### config.mk
export PLATFORM = sky130hd
export DESIGN_NAME = serial_link_endpoint
export DESIGN_NICKNAME = d
export VERILOG_FILES = /design/src/rtl/slink_pkg.sv /design/src/rtl/slink_tx.sv /design/src/rtl/slink_rx.sv /design/src/rtl/serial_link_endpoint.sv
export SDC_FILE = /design/constraint.sdc
export NUM_CORES = 1
export LEC_CHECK = 0
export ABC_AREA = 1
export BUFFER_PORTS_ARGS = -buffer_cell sky130_fd_sc_hd__buf_2
export CORE_AREA = 2 2 72 74
export CTS_CLUSTER_SIZE = 24
export DETAILED_ROUTE_END_ITERATION = 10
export DIE_AREA = 0 0 74 76
export PLACE_DENSITY = 0.77
export SLEW_MARGIN = 20
export SYNTH_ARGS = -nofsm -noshare
export SYNTH_HDL_FRONTEND = slang
export SYNTH_SLANG_ARGS = --single-unit
### constraint.sdc
create_clock -name clk -period 1.58 [get_ports clk]
set_input_delay 0.237 -clock clk [delete_from_list [all_inputs] [get_ports clk]]
set_output_delay 0.237 -clock clk [all_outputs]
set_load 0.01 [all_outputs]
### src/rtl/slink_pkg.sv
package slink_pkg;
    typedef enum logic [2:0] {
        TX_IDLE,
        TX_START,
        TX_FLAG,
        TX_DATA,
        TX_STOP
    } tx_state_e;

    typedef enum logic [1:0] {
        RX_IDLE,
        RX_FLAG,
        RX_DATA,
        RX_STOP
    } rx_state_e;
endpackage

### src/rtl/slink_tx.sv
module slink_tx
    import slink_pkg::*;
#(
    parameter int DATA_W = 8
) (
    input  logic              clk,
    input  logic              rst_n,
    input  logic              bit_en,
    input  logic              tx_valid,
    input  logic [DATA_W-1:0] tx_data,
    output logic              tx_ready,
    input  logic              ack_pend,
    input  logic              ack_seen,
    output logic              ack_taken,
    output logic              link_out,
    output tx_state_e         state_o,
    output logic              is_ack_o,
    output logic              credit_o
);
    localparam int CNT_W = (DATA_W > 1) ? $clog2(DATA_W) : 1;

    tx_state_e         st, st_nx;
    logic              is_ack, credit, full;
    logic [DATA_W-1:0] sh, hold;
    logic [CNT_W-1:0]  cnt;
    logic              start_ack, start_data;

    // next state
    always_comb begin
        st_nx      = st;
        start_ack  = 1'b0;
        start_data = 1'b0;
        if (bit_en) begin
            unique case (st)
                TX_IDLE, TX_STOP: begin
                    if (ack_pend) begin
                        st_nx     = TX_START;
                        start_ack = 1'b1;
                    end else if (full && credit) begin
                        st_nx      = TX_START;
                        start_data = 1'b1;
                    end else begin
                        st_nx = TX_IDLE;
                    end
                end
                TX_START: st_nx = is_ack ? TX_STOP : TX_FLAG;
                TX_FLAG:  st_nx = TX_DATA;
                TX_DATA:  if (cnt == CNT_W'(DATA_W - 1)) st_nx = TX_STOP;
                default:  st_nx = TX_IDLE;
            endcase
        end
    end

    // state register and datapath
    always_ff @(posedge clk or negedge rst_n) begin
        if (!rst_n) begin
            st     <= TX_IDLE;
            is_ack <= 1'b0;
            credit <= 1'b1;
            full   <= 1'b0;
            sh     <= '0;
            hold   <= '0;
            cnt    <= '0;
        end else begin
            st <= st_nx;
            if (ack_seen) credit <= 1'b1;
            if (start_ack) is_ack <= 1'b1;
            if (start_data) begin
                is_ack <= 1'b0;
                sh     <= hold;
                full   <= 1'b0;
                credit <= 1'b0;
            end else if (tx_valid && !full) begin
                hold <= tx_data;
                full <= 1'b1;
            end
            if (bit_en && st == TX_FLAG) cnt <= '0;
            if (bit_en && st == TX_DATA) begin
                sh  <= sh >> 1;
                cnt <= cnt + 1'b1;
            end
        end
    end

    // outputs
    always_comb begin
        link_out  = (st == TX_START) || (st == TX_FLAG) || ((st == TX_DATA) && sh[0]);
        tx_ready  = !full;
        ack_taken = start_ack;
        state_o   = st;
        is_ack_o  = is_ack;
        credit_o  = credit;
    end
endmodule

### src/rtl/slink_rx.sv
module slink_rx
    import slink_pkg::*;
#(
    parameter int DATA_W = 8
) (
    input  logic              clk,
    input  logic              rst_n,
    input  logic              bit_en,
    input  logic              link_in,
    output logic              rx_valid,
    output logic [DATA_W-1:0] rx_data,
    input  logic              rx_ready,
    input  logic              ack_taken,
    output logic              ack_pend,
    output logic              ack_seen,
    output rx_state_e         state_o,
    output logic              hold_full_o
);
    localparam int CNT_W = (DATA_W > 1) ? $clog2(DATA_W) : 1;

    rx_state_e         st, st_nx;
    logic [DATA_W-1:0] sh, buf_q, hold;
    logic [CNT_W-1:0]  cnt;
    logic              valid_q, hold_full, pend_q, owed;
    logic              flag_data, stop_done, take;

    // next state
    always_comb begin
        st_nx = st;
        if (bit_en) begin
            unique case (st)
                RX_IDLE: if (link_in) st_nx = RX_FLAG;
                RX_FLAG: st_nx = link_in ? RX_DATA : RX_IDLE;
                RX_DATA: if (cnt == CNT_W'(DATA_W - 1)) st_nx = RX_STOP;
                RX_STOP: st_nx = RX_IDLE;
                default: st_nx = RX_IDLE;
            endcase
        end
    end

    always_comb begin
        flag_data = bit_en && (st == RX_FLAG) && link_in;
        stop_done = bit_en && (st == RX_STOP);
        take      = valid_q && rx_ready;
    end

    // state register and datapath
    always_ff @(posedge clk or negedge rst_n) begin
        if (!rst_n) begin
            st        <= RX_IDLE;
            sh        <= '0;
            buf_q     <= '0;
            hold      <= '0;
            cnt       <= '0;
            valid_q   <= 1'b0;
            hold_full <= 1'b0;
            pend_q    <= 1'b0;
            owed      <= 1'b0;
        end else begin
            st <= st_nx;
            if (flag_data) cnt <= '0;
            if (bit_en && st == RX_DATA) begin
                sh  <= {link_in, sh[DATA_W-1:1]};
                cnt <= cnt + 1'b1;
            end
            if (take) begin
                if (hold_full) begin
                    buf_q     <= hold;
                    hold_full <= 1'b0;
                end else begin
                    valid_q <= 1'b0;
                end
            end
            if (stop_done) begin
                if ((valid_q && !take) || hold_full) begin
                    hold      <= sh;
                    hold_full <= 1'b1;
                end else begin
                    buf_q   <= sh;
                    valid_q <= 1'b1;
                end
            end
            if (ack_taken) pend_q <= 1'b0;
            if (flag_data) begin
                if (!valid_q && !hold_full) pend_q <= 1'b1;
                else                        owed   <= 1'b1;
            end
            if (owed && st == RX_IDLE && !hold_full) begin
                owed   <= 1'b0;
                pend_q <= 1'b1;
            end
        end
    end

    // outputs
    always_comb begin
        rx_valid    = valid_q;
        rx_data     = buf_q;
        ack_pend    = pend_q;
        ack_seen    = bit_en && (st == RX_FLAG) && !link_in;
        state_o     = st;
        hold_full_o = hold_full;
    end
endmodule

### src/rtl/serial_link_endpoint.sv
module serial_link_endpoint
    import slink_pkg::*;
#(
    parameter int DATA_W = 8
) (
    input  logic              clk,
    input  logic              rst_n,
    input  logic              bit_en,
    input  logic              tx_valid,
    input  logic [DATA_W-1:0] tx_data,
    output logic              tx_ready,
    output logic              rx_valid,
    output logic [DATA_W-1:0] rx_data,
    input  logic              rx_ready,
    input  logic              link_in,
    output logic              link_out
);
    logic      ack_pend, ack_seen, ack_taken;
    logic      tx_is_ack, tx_credit, rx_hold_full;
    tx_state_e tx_state;
    rx_state_e rx_state;

    slink_tx #(.DATA_W(DATA_W)) u_tx (
        .clk       (clk),
        .rst_n     (rst_n),
        .bit_en    (bit_en),
        .tx_valid  (tx_valid),
        .tx_data   (tx_data),
        .tx_ready  (tx_ready),
        .ack_pend  (ack_pend),
        .ack_seen  (ack_seen),
        .ack_taken (ack_taken),
        .link_out  (link_out),
        .state_o   (tx_state),
        .is_ack_o  (tx_is_ack),
        .credit_o  (tx_credit)
    );

    slink_rx #(.DATA_W(DATA_W)) u_rx (
        .clk         (clk),
        .rst_n       (rst_n),
        .bit_en      (bit_en),
        .link_in     (link_in),
        .rx_valid    (rx_valid),
        .rx_data     (rx_data),
        .rx_ready    (rx_ready),
        .ack_taken   (ack_taken),
        .ack_pend    (ack_pend),
        .ack_seen    (ack_seen),
        .state_o     (rx_state),
        .hold_full_o (rx_hold_full)
    );
endmodule

==> flow_metrics.env, run 1 <==
export IMPL_result_of_the_run="finished, final reports clean"
export IMPL_clockBufferDepth=2
export IMPL_globalRouteTotalUtil_pct=20.6
export IMPL_worst_min_delay_path_endpoint="u_tx.hold[0]$_DFFE_PN0P_"
export IMPL_worst_skew_ns=0.00748
export IMPL_place_inst=402
export IMPL_ys_flop_type="sky130_fd_sc_hd__dfrtp_1"
export IMPL_port_buffers=24
export IMPL_critical_path_cell_count=4
export IMPL_area_of_all_placed_cells_without_fillers_mm2=0.00322
export IMPL_grt_start_max_net_pins=59
export IMPL_timing_final_crit_share_pct=95.6
export IMPL_r2r_slack_ns=0.25
export IMPL_synth_top_cells_by_count="sky130_fd_sc_hd__nand2_1, sky130_fd_sc_hd__dfrtp_1, sky130_fd_sc_hd__inv_1, sky130_fd_sc_hd__nand3_1, sky130_fd_sc_hd__o21ai_0"
export IMPL_grt_remaining_overflow=0
export IMPL_die_y_um=76
export IMPL_synth_enable_flop_cells=0
export IMPL_clock_tree_from_tritoncts="built"
export IMPL_design_portCount=25
export IMPL_clock_tree_root_cell="sky130_fd_sc_hd__clkbuf_8"
export IMPL_synthDistinctLibCells=29
export IMPL_worstPathArrival_ns=1.27
export IMPL_globalplace_congestion=0.864
export IMPL_vias_per_cell=5.01
export IMPL_area_inside_the_core_boundary_mm2=0.00491
export IMPL_clk_transition_reported_paths_ns=0.07
export IMPL_slew_at_the_pin_closest_to_its_max_slew_limit_ns=0.399
export IMPL_worstReg2RegStart="u_tx.state_o[0]$_DFFE_PN0P_"
export IMPL_die_area_mm2=0.00562
export IMPL_cts_made_buffers=9
export IMPL_ir_worst_vdd_v=0.000933
export IMPL_antenna_violation_net_count_after_detailed_routing=0
export IMPL_power_leakage_nw=1.69
export IMPL_critPathTopFamily="flip-flops"
export IMPL_critPathRequiredTime_ns=1.34
export IMPL_worst_r2r_endpoint="u_tx.sh[2]$_DFFE_PN0P_"
export IMPL_power_density_mw_per_mm2=1850
export IMPL_insertion_delay_ns=0.34
export IMPL_fmaxAchievable_ghz=0.662
export IMPL_syn_area_per_cell_um2=8.81
export IMPL_dpl_cell_area_mm2=0.00295
export IMPL_synth_yosys_warnings=0
export IMPL_timing_max_cap_violations=0
export IMPL_crit_path_max_fanout=7
export IMPL_worst_hold_path_type="input port to flip-flop"
export IMPL_drt_iter0_markers=202
export IMPL_launch_point_of_the_worst_hold_path="tx_data[0]"
export IMPL_critical_path_max_stage_delay_ns=0.49
export IMPL_routed_wire_length_per_instance_um=12.0
export IMPL_worstSetupStartpointType="flip-flop"
export IMPL_timing_final_max_slew_violations=0
export IMPL_synthDominantAreaCellType="sky130_fd_sc_hd__dfrtp_1"
export IMPL_hpwlAfterDp_um=3320
export IMPL_grt_first_pass_wirelength_um=8890
export IMPL_drc_errors=0
export IMPL_area_growth_syn_to_layout_pct=17.0
export IMPL_number_of_antenna_repair_diodes=0
export IMPL_final_hold_violation_count=0
export IMPL_fp_dieW_um=74
export IMPL_design_final_nets=365
export IMPL_netlist_instances=312
export IMPL_hold_path_cell_count=2
export IMPL_synth_top_area_share_pct=51.9
export IMPL_cts_num_sinks=58
export IMPL_yosys_top_cells_area="sky130_fd_sc_hd__dfrtp_1, sky130_fd_sc_hd__nand2_1, sky130_fd_sc_hd__nand3_1"
export IMPL_pre_cts_slack_ns=0.261
export IMPL_finalSetupTns_ns=0
export IMPL_setup_ws_post_layout_ns=0.0693
export IMPL_worst_setup_path_type="flip-flop to output port"
export IMPL_period_needed_ns=1.51
export IMPL_ys_async_sr_fraction_pct=100
export IMPL_critical_path_slowest_cell="sky130_fd_sc_hd__dfrtp_1"
export IMPL_vias=2116
export IMPL_worst_r2r_cell_count=7
export IMPL_crit_buf_inv=2
export IMPL_grt_pass1_vias=1975
export IMPL_finalSetupViolations=0
export IMPL_drt_wl_total_um=5050
export IMPL_initial_core_utilization_pct=56.0
export IMPL_critical_path_cell_chain="inv_1 > nor2_1 > o21ai_0 > buf_2"
export IMPL_synth_most_common_cell="sky130_fd_sc_hd__nand2_1"
export IMPL_critical_path_endpoint_type="output port"
export IMPL_row_count=26
export IMPL_timing_slew_headroom_pct=73.3
export IMPL_yosys_register_bits=58
export IMPL_synth_net_count=330
export IMPL_first_pass_iters=4
export IMPL_layout_cells_non_filler=422
export IMPL_synth_seq_area_share_pct=52.8
export IMPL_worst_hold_margin_ns=0.123
export IMPL_synth_cell_area_mm2=0.00275
export IMPL_drive_gt1_share_pct=24.7
export IMPL_initial_antenna_violation_count=0
export IMPL_cts_htree_levels=3
[flip-flops by register name, indices dropped and copies added, names as in the netlist, named ones only]
| name | flops |
|---|---|
| u_rx.ack_pend | 1 |
| u_tx.hold | 8 |
| u_rx.state_o | 1 |
| u_tx.is_ack_o | 1 |
| u_rx.owed | 1 |
| u_rx.rx_data | 8 |
| u_tx.full | 1 |
| u_tx.credit_o | 1 |
| u_rx.cnt | 3 |
| u_rx.sh | 8 |
| u_tx.cnt | 3 |
| u_rx.hold_full_o | 1 |
| u_rx.hold | 8 |
| u_tx.sh | 8 |
| u_tx.state_o | 3 |
[cells by family (layout without fill, tap and decap cells)]
| group | after synthesis | after routing | share of synthesized area (%) |
|---|---|---|---|
| and+or+nand+nor | 166 | 166 | 27.7 |
| DFF | 58 | 58 | 52.8 |
| buffers and inverters | 43 | 83 | 6.64 |
| AOI/OAI and AO/OA | 33 | 33 | 7.69 |
| muxes | 8 | 8 | 3.28 |
| adders and majority gates | 4 | 4 | 1.82 |
[cells in the final DEF, fill, tap and decap left out, types with 7 or more instances in the layout]
cell type and n:
sky130_fd_sc_hd__buf_2 24, sky130_fd_sc_hd__clkbuf_8 9, sky130_fd_sc_hd__dfrtp_1 56, sky130_fd_sc_hd__inv_1 33, sky130_fd_sc_hd__mux2_2 8, sky130_fd_sc_hd__nand2_1 104, sky130_fd_sc_hd__nand3_1 27, sky130_fd_sc_hd__nor2_1 7
sky130_fd_sc_hd__o21ai_0 20, sky130_fd_sc_hd__o21ai_2 7
[how the worst max path moves through the flow]
| stage | from | endpoint | slack [ns] |
|---|---|---|---|
| after global routing | u_tx.state_o[1]$_DFFE_PN0P_ | link_out | -0.006 |
| after floorplan | flip-flop | u_rx.hold[6]$_DFFE_PN0P_ | 0.43 |
| after detailed placement | bit_en | u_tx.sh[6]$_DFFE_PN0P_ | 0.26 |
| final | u_tx.state_o[1]$_DFFE_PN0P_ | link_out | 0.07 |
| after CTS | u_tx.state_o[2]$_DFFE_PN0P_ | link_out | 0.02 |
| after global placement | bit_en | u_tx.sh[3]$_DFFE_PN0P_ | 0.28 |
[layout make-up]
| class | count | area (µm²) |
|---|---|---|
| Inverter | 35 | 133 |
| Multi-Input combinational cell | 211 | 1110 |
| Clock inverter | 6 | 105 |
| Sequential cell | 58 | 1450 |
| Clock buffer | 10 | 128 |
| Timing Repair Buffer | 32 | 195 |
| Fill cell | 398 | 1700 |
| Tap cell | 70 | 87.6 |
[per-stage QoR]
stage               total power, W  utilization (%)
global route               0.00640             65.5
floorplan                  0.00379                -
global placement           0.00421             60.0
CTS                        0.00593             65.0
detailed placement         0.00428             60.0
finish                     0.00594             65.5
[per-layer routing]
| layer | vias up | track usage [%] | share of wire, % |
|---|---|---|---|
| met4 | 0 | 8.18 | 1.7 |
| met5 | - | 0 | 0 |
| met3 | 7 | 6.88 | 5.0 |
| met1 | 988 | 28.2 | 47 |
| li1 | 1071 | - | - |
| met2 | 50 | 30.1 | 47 |
[repair_timing]
| item | in CTS | in global routing |
|---|---|---|
| hold buffers | 1 | 0 |
| endpoints found under the hold margin | 57 | 0 |
| gates resized for setup | 0 | 2 |
| endpoints found under the setup margin | 0 | 1 |
| setup buffers | 0 | 3 |
[power breakdown]
part | leakage [nW] | total (W) | switching [W] | internal [W]
Clock | 0.120 | 0.00162 | 0.000583 | 0.00104
Combinational | 0.833 | 0.00181 | 0.00106 | 0.000751
Sequential | 0.742 | 0.00251 | 0.000397 | 0.00211
Total | 1.69 | 0.00594 | 0.00204 | 0.00390
No activity file was read; power rests on OpenSTA's default activity.
==> run 2: changes to the inputs <==
ABC_AREA = 0   (was 1)
CORE_AREA = 2 2 71 73   (was 2 2 72 74)
DIE_AREA = 0 0 73 75   (was 0 0 74 76)
PLACE_DENSITY = 0.76   (was 0.77)
==> run 2 against run 1 <==
Compared with the run above:
- clock skew grew 0.0015 ns
- maximum frequency grew 0.93%
- global-route usage grew 0.38 points
- utilization grew 3.1 points
- first-iteration DRC count shrank 50%
- critical path depth grew 1
- clock power shrank 10%
- final area shrank 0.66%
==> flow_metrics.env, run 2 <==
export IMPL_clock_tree_from_tritoncts="built"
export IMPL_synth_seq_area_share_pct=54.8
export IMPL_worstSetupStartpointType="flip-flop"
export IMPL_power_leakage_nw=1.59
export IMPL_ys_async_sr_fraction_pct=100
export IMPL_timing_final_crit_share_pct=94.7
export IMPL_area_growth_syn_to_layout_pct=20.6
export IMPL_p_comb_share_pct=30.0
export IMPL_synth_top_cells_by_count="sky130_fd_sc_hd__dfrtp_1, sky130_fd_sc_hd__nor2_1, sky130_fd_sc_hd__mux2_1, sky130_fd_sc_hd__mux2_2, sky130_fd_sc_hd__a21oi_1"
export IMPL_synth_enable_flop_cells=0
export IMPL_synthDominantAreaCellType="sky130_fd_sc_hd__dfrtp_1"
export IMPL_drt_wl_total_um=4950
export IMPL_globalRouteTotalUtil_pct=21.0
export IMPL_area_inside_the_core_boundary_mm2=0.00466
export IMPL_finalCoreUtilization_pct=68.5
export IMPL_port_buffers=24
export IMPL_gr_usage_met3_pct=5.35
export IMPL_total_switching_power_w=0.00172
export IMPL_synth_cell_area_mm2=0.00265
export IMPL_die_area_mm2=0.00548
export IMPL_critical_path_endpoint_type="output port"
export IMPL_netlist_instances=221
export IMPL_cts_num_sinks=58
export IMPL_number_of_antenna_repair_diodes=0
export IMPL_synth_yosys_warnings=0
export IMPL_die_y_um=75
export IMPL_worstPathArrival_ns=1.26
export IMPL_grt_remaining_overflow=0
export IMPL_critical_path_max_stage_delay_ns=0.39
export IMPL_timing_slew_headroom_pct=70.3
export IMPL_pre_cts_slack_ns=-0.000500
export IMPL_grt_most_used_layer="met2"
export IMPL_grt_pass1_vias=1844
export IMPL_worst_skew_ns=0.00898
export IMPL_fp_dieW_um=73
export IMPL_clockBufferDepth=2
export IMPL_critical_path_cell_chain="buf_4 > nand2_1 > nor2_1 > nor3_1 > buf_2"
export IMPL_drc_errors=0
export IMPL_routed_wire_length_per_instance_um=15.2
export IMPL_fmaxAchievable_ghz=0.668
export IMPL_cts_made_buffers=9
export IMPL_place_inst=307
export IMPL_rsz0062_at_grt="no"
export IMPL_result_of_the_run="finished, final reports clean"
export IMPL_share_seq_of_total_power_pct=43.7
export IMPL_globalplace_congestion=0.792
export IMPL_cts_htree_levels=3
export IMPL_row_count=25
export IMPL_worst_hold_margin_ns=0.114
export IMPL_worst_setup_path_type="flip-flop to output port"
export IMPL_synth_net_count=239
export IMPL_worst_hold_path_type="input port to flip-flop"
export IMPL_layout_cells_most_common_list="sky130_fd_sc_hd__dfrtp_1, sky130_fd_sc_hd__buf_2, sky130_fd_sc_hd__nor2_1"
export IMPL_design_final_nets=284
export IMPL_netSwitchingFraction_pct=31.2
export IMPL_vias=1797
export IMPL_insertion_delay_ns=0.34
export IMPL_synth_top_area_share_pct=53.8
export IMPL_crit_path_max_fanout=7
export IMPL_antenna_violation_net_count_after_detailed_routing=0
export IMPL_drive_gt1_share_pct=32.1
export IMPL_hpwlAfterDp_um=3480
export IMPL_ys_flop_type="sky130_fd_sc_hd__dfrtp_1"
export IMPL_synth_most_common_cell="sky130_fd_sc_hd__dfrtp_1"
export IMPL_initial_antenna_violation_count=0
export IMPL_power_density_mw_per_mm2=1730
export IMPL_yosys_top_cells_area="sky130_fd_sc_hd__dfrtp_1, sky130_fd_sc_hd__mux2_1, sky130_fd_sc_hd__mux2_2"
export IMPL_use_met2_pct=32.1
export IMPL_final_hold_violation_count=0
export IMPL_layout_cells_non_filler=325
export IMPL_critical_path_slowest_cell="sky130_fd_sc_hd__dfrtp_1"
export IMPL_first_pass_iters=4
export IMPL_grt_met1_usage_pct=26.9
export IMPL_grt_start_max_net_pins=37
export IMPL_ir_worst_vdd_v=0.000814
export IMPL_timing_final_max_slew_violations=0
export IMPL_finalSetupViolations=0
export IMPL_final_common_cell="sky130_fd_sc_hd__dfrtp_1"
export IMPL_grt_first_pass_wirelength_um=8350
export IMPL_clock_tree_root_cell="sky130_fd_sc_hd__clkbuf_8"
export IMPL_period_needed_ns=1.50
export IMPL_synthDistinctLibCells=42
export IMPL_setup_ws_post_layout_ns=0.0832
export IMPL_timing_max_cap_violations=0
export IMPL_design_portCount=25
export IMPL_slew_at_the_pin_closest_to_its_max_slew_limit_ns=0.445
export IMPL_syn_area_per_cell_um2=12.0
export IMPL_clk_transition_reported_paths_ns=0.06
export IMPL_initial_core_utilization_pct=56.8
export IMPL_cell_internal_pwr_w=0.00379
export IMPL_yosys_register_bits=58
export IMPL_drt_iter0_markers=101
export IMPL_critPathRequiredTime_ns=1.34
export IMPL_clock_power_share_pct=26.3
export IMPL_vias_per_cell=5.53
==> run 2: cell types whose count changed after synthesis, moves of 9 or more <==
cell / previous run / this run
sky130_fd_sc_hd__a21oi_1: 1 / 14
sky130_fd_sc_hd__nand2_1: 104 / 12
sky130_fd_sc_hd__inv_1: 34 / 3
sky130_fd_sc_hd__mux2_1: 0 / 18
sky130_fd_sc_hd__nor2_1: 7 / 21
sky130_fd_sc_hd__o21ai_0: 20 / 5
sky130_fd_sc_hd__nand3_1: 27 / 2
sky130_fd_sc_hd__o21ai_1: 0 / 9
==> run 2: logic make-up (layout without fill, tap and decap cells) <==
group	after synthesis	in the layout	synth area share (%)
flops	58	58	54.8
fa+ha+maj	4	4	1.89
mux	43	43	19.1
simple gates	53	53	10.5
buf+inv	16	66	2.83
compound gates	47	47	10.8
==> run 2: power groups by stage <==
| stage | clock network, W | logic [W] | registers, W |
|---|---|---|---|
| detailed placement | 0 | 0.00163 | 0.00243 |
| CTS | 0.00149 | 0.00166 | 0.00241 |
| finish | 0.00145 | 0.00165 | 0.00241 |
| global route | 0.00155 | 0.00186 | 0.00249 |
| floorplan | 0 | 0.00116 | 0.00235 |
| global placement | 0 | 0.00157 | 0.00241 |
==> run 2: per-layer routing <==
metal | vias to the layer above | wire length [µm]
met5 | - | 0
met4 | 0 | 138
met3 | 11 | 147
met2 | 24 | 2330
met1 | 876 | 2340
li1 | 886 | -
==> run 2: final cells by class <==
type | instances | area [µm²]
fill | 353 | 1470
inverter | 4 | 15.0
multi-input combinational | 147 | 1130
tap | 54 | 67.6
clock buffer | 15 | 186
sequential | 58 | 1450
clock inverter | 1 | 30.0
timing repair buffer | 46 | 317
==> run 2: final timing paths <==
| path | startpoint | endpoint | slack [ns] | depth (start not counted) |
|---|---|---|---|---|
| max | u_tx.state_o[1]$_DFFE_PN0P_ | link_out | 0.08 | 5 |
| max reg2reg | flip-flop | u_rx.hold[2]$_DFFE_PN0P_ | 0.13 | 5 |
| min | tx_data[6] | u_tx.hold[6]$_DFFE_PN0P_ | 0.11 | 2 |
| min in group asynchronous | rst_n | u_tx.cnt[0]$_DFFE_PN0P_ | 0.43 | 3 |
| min reg2reg | u_tx.hold[6]$_DFFE_PN0P_ | u_tx.hold[6]$_DFFE_PN0P_ | 0.49 | 1 |
| max in group asynchronous | rst_n | u_tx.credit_o$_DFFE_PN1P_ | 0.74 | 3 |
==> run 2: worst max-delay path, delay by kind of cell (launching register included) <==
kind	cells	cell delay [ns]
flip-flops	1	0.39
AND/OR/NAND/NOR	3	0.21
buffers and inverters	2	0.32
==> run 2: per-stage QoR <==
stage               setup TNS (ns)  instance area [µm²]  total power [W]
finish                           0                 3190          0.00551
global route                     0                 3190          0.00589
detailed placement       -0.000682                 2950          0.00406
CTS                              0                 3190          0.00556
global placement                 0                 2950          0.00397
floorplan                        0                 2650          0.00351
==> run 2: what timing repair did <==
action / 4_1_cts / 5_1_grt
buffers inserted: 1 / 0
resized for setup: 1 / 1
hold buffers: 1 / 0
hold endpoints to repair: 57 / 0
pin swaps: 0 / 1
setup endpoints to repair: 3 / 1
==> run 3: changes to the inputs <==
SETUP_SLACK_MARGIN = 0.15   (was default)
==> run 3 against run 2 <==
Compared with the run above:
- clock power decreased by 11%
- die area unchanged
- final cell count unchanged
- critical path depth decreased by 2
- combinational power increased by 9%
- clock-buffer cell count decreased by 3
- sequential cell count unchanged
- utilization increased by 1.1 points
==> flow_metrics.env, run 3 (same netlist as run 2, synthesis figures left out) <==
export IMPL_clock_tree_root_cell="sky130_fd_sc_hd__clkbuf_8"
export IMPL_total_switching_power_w=0.00176
export IMPL_critPathRequiredTime_ns=1.79
export IMPL_place_inst=303
export IMPL_fmaxAchievable_ghz=0.710
export IMPL_worstPathArrival_ns=1.62
export IMPL_number_of_inserted_filler_cells_in_the_final_layout=328
export IMPL_multiInputGateArea_mm2=0.00119
export IMPL_antenna_violation_net_count_after_detailed_routing=0
export IMPL_slew_at_the_pin_closest_to_its_max_slew_limit_ns=0.393
export IMPL_row_count=25
export IMPL_design_portCount=25
export IMPL_insertion_delay_ns=0.33
export IMPL_timing_final_max_slew_violations=0
export IMPL_share_seq_of_total_power_pct=43.9
export IMPL_drive_gt1_share_pct=35.8
export IMPL_timing_max_cap_violations=0
export IMPL_design_final_nets=285
export IMPL_grt_pass1_vias=1735
export IMPL_routed_wire_length_per_instance_um=14.9
export IMPL_clk_transition_reported_paths_ns=0.06
export IMPL_worst_hold_path_type="input port to flip-flop"
export IMPL_critical_path_endpoint_type="flip-flop"
export IMPL_dpl_cell_area_mm2=0.00292
export IMPL_cts_made_buffers=9
export IMPL_drt_wl_total_um=4850
export IMPL_number_of_antenna_repair_diodes=0
export IMPL_worst_setup_path_type="flip-flop to flip-flop"
export IMPL_finalPower_w=0.00551
export IMPL_timing_slew_headroom_pct=73.7
export IMPL_period_needed_ns=1.41
export IMPL_area_growth_syn_to_layout_pct=22.5
export IMPL_power_leakage_nw=1.61
export IMPL_power_density_mw_per_mm2=1700
export IMPL_clock_tree_from_tritoncts="built"
export IMPL_globalRouteTotalUtil_pct=20.0
export IMPL_layout_cells_most_common_list="sky130_fd_sc_hd__dfrtp_1, sky130_fd_sc_hd__buf_2, sky130_fd_sc_hd__nor2_1"
export IMPL_final_common_cell="sky130_fd_sc_hd__dfrtp_1"
export IMPL_finalSetupViolations=0
export IMPL_layout_cells_non_filler=325
export IMPL_rsz0062_at_grt="yes"
export IMPL_clockBufferDepth=2
export IMPL_grt_first_pass_wirelength_um=8040
export IMPL_vias_per_cell=5.58
export IMPL_area_inside_the_core_boundary_mm2=0.00466
export IMPL_fp_dieW_um=73
export IMPL_worst_skew_ns=0.00467
export IMPL_initial_antenna_violation_count=0
export IMPL_cell_internal_pwr_w=0.00376
export IMPL_vias=1814
export IMPL_die_area_mm2=0.00548
export IMPL_area_of_all_placed_cells_without_fillers_mm2=0.00325
export IMPL_drc_errors=0
export IMPL_finalSetupTns_ns=0
export IMPL_timing_final_crit_share_pct=89.1
export IMPL_grt_start_max_net_pins=59
export IMPL_port_buffers=24
export IMPL_grt_remaining_overflow=0
export IMPL_netSwitchingFraction_pct=31.9
export IMPL_worstSetupStartpointType="flip-flop"
export IMPL_drt_iter0_markers=70
export IMPL_result_of_the_run="finished, final reports clean"
export IMPL_crit_path_max_fanout=8
export IMPL_first_pass_iters=4
export IMPL_p_comb_share_pct=32.6
export IMPL_area_sequential_mm2=0.00146
export IMPL_cts_htree_levels=3
export IMPL_ir_worst_vdd_v=0.000917
export IMPL_die_y_um=75
export IMPL_globalplace_congestion=0.777
export IMPL_final_hold_violation_count=0
export IMPL_cts_num_sinks=58
export IMPL_initial_core_utilization_pct=56.8
export IMPL_hpwlAfterDp_um=3290
export IMPL_clock_power_share_pct=23.4
-- run 3: cell count changes in the layout (fill, tap and decap cells not counted), moves of 2 or more --
cell and change:
sky130_fd_sc_hd__nor2_1 -2, sky130_fd_sc_hd__dfrtp_1 -2, sky130_fd_sc_hd__mux2_4 +7, sky130_fd_sc_hd__nor2_2 +2, sky130_fd_sc_hd__clkinv_2 +2, sky130_fd_sc_hd__clkbuf_8 -3
sky130_fd_sc_hd__buf_4 -3, sky130_fd_sc_hd__mux2_2 -7, sky130_fd_sc_hd__dfrtp_2 +2, sky130_fd_sc_hd__buf_6 +5
-- run 3: per-stage QoR --
| step | utilization (%) | hold slack, ns | worst slack [ns] |
|---|---|---|---|
| after detailed placement | 62.7 | 0.262 | 0.0250 |
| after CTS | 68.1 | 0.120 | 0.151 |
| after global placement | 62.7 | 0.265 | 0.0531 |
| after floorplan | - | -0.0586 | 0.124 |
| after global routing | 69.6 | 0.116 | 0.0972 |
| final | 69.6 | 0.128 | 0.172 |
-- run 3: critical path, stage by stage (launching register included) --
cell                      delay (ns)
sky130_fd_sc_hd__dfrtp_2        0.41
sky130_fd_sc_hd__nor2b_4        0.14
sky130_fd_sc_hd__or3_4          0.42
sky130_fd_sc_hd__mux2_4         0.32
-- run 3: area by class of cell --
class	count	area share, %
clock inverter	3	1.23
inverter	4	0.463
timing repair buffer	47	10.2
sequential	58	44.8
clock buffer	12	4.47
multi-input combinational	147	36.7
tap	54	2.08
-- run 3: routing by layer --
layer / share of wire [%] / up-vias / track usage, %
li1: - / 894 / -
met1: 48 / 884 / 27.5
met2: 47 / 29 / 28.9
met3: 3.7 / 7 / 7.63
met4: 1.3 / 0 / 7.41
met5: 0 / - / 0
-- run 3: power groups by stage --
stage / clock [W] / combinational, W / sequential, W
detailed placement: 0 / 0.00163 / 0.00242
finish: 0.00129 / 0.00180 / 0.00242
global placement: 0 / 0.00157 / 0.00239
global route: 0.00140 / 0.00203 / 0.00249
CTS: 0.00132 / 0.00173 / 0.00240
floorplan: 0 / 0.00117 / 0.00235
-- run 3: worst paths after layout --
path | to | depth (start not counted) | from | slack (ns)
worst max-delay path | u_rx.rx_data[1]$_DFF_PN0_ | 3 | flip-flop | 0.17
worst min register to register | u_tx.cnt[2]$_DFFE_PN0P_ | 2 | u_tx.cnt[2]$_DFFE_PN0P_ | 0.49
min in group asynchronous | u_rx.rx_data[2]$_DFF_PN0_ | 3 | rst_n | 0.44
max in group asynchronous | u_tx.credit_o$_DFFE_PN1P_ | 3 | rst_n | 0.83
worst min-delay path | u_tx.hold[6]$_DFFE_PN0P_ | 2 | tx_data[6] | 0.13
worst max register to register | u_rx.rx_data[1]$_DFF_PN0_ | 3 | flip-flop | 0.17
-- run 3: timing repair --
| action | in CTS | in global routing |
|---|---|---|
| hold endpoints to repair | 57 | 0 |
| buffers inserted | 4 | 2 |
| gates resized for setup | 6 | 16 |
| endpoints found under the setup margin | 13 | 26 |
| pin swaps | 1 | 0 |
| hold buffers | 1 | 0 |
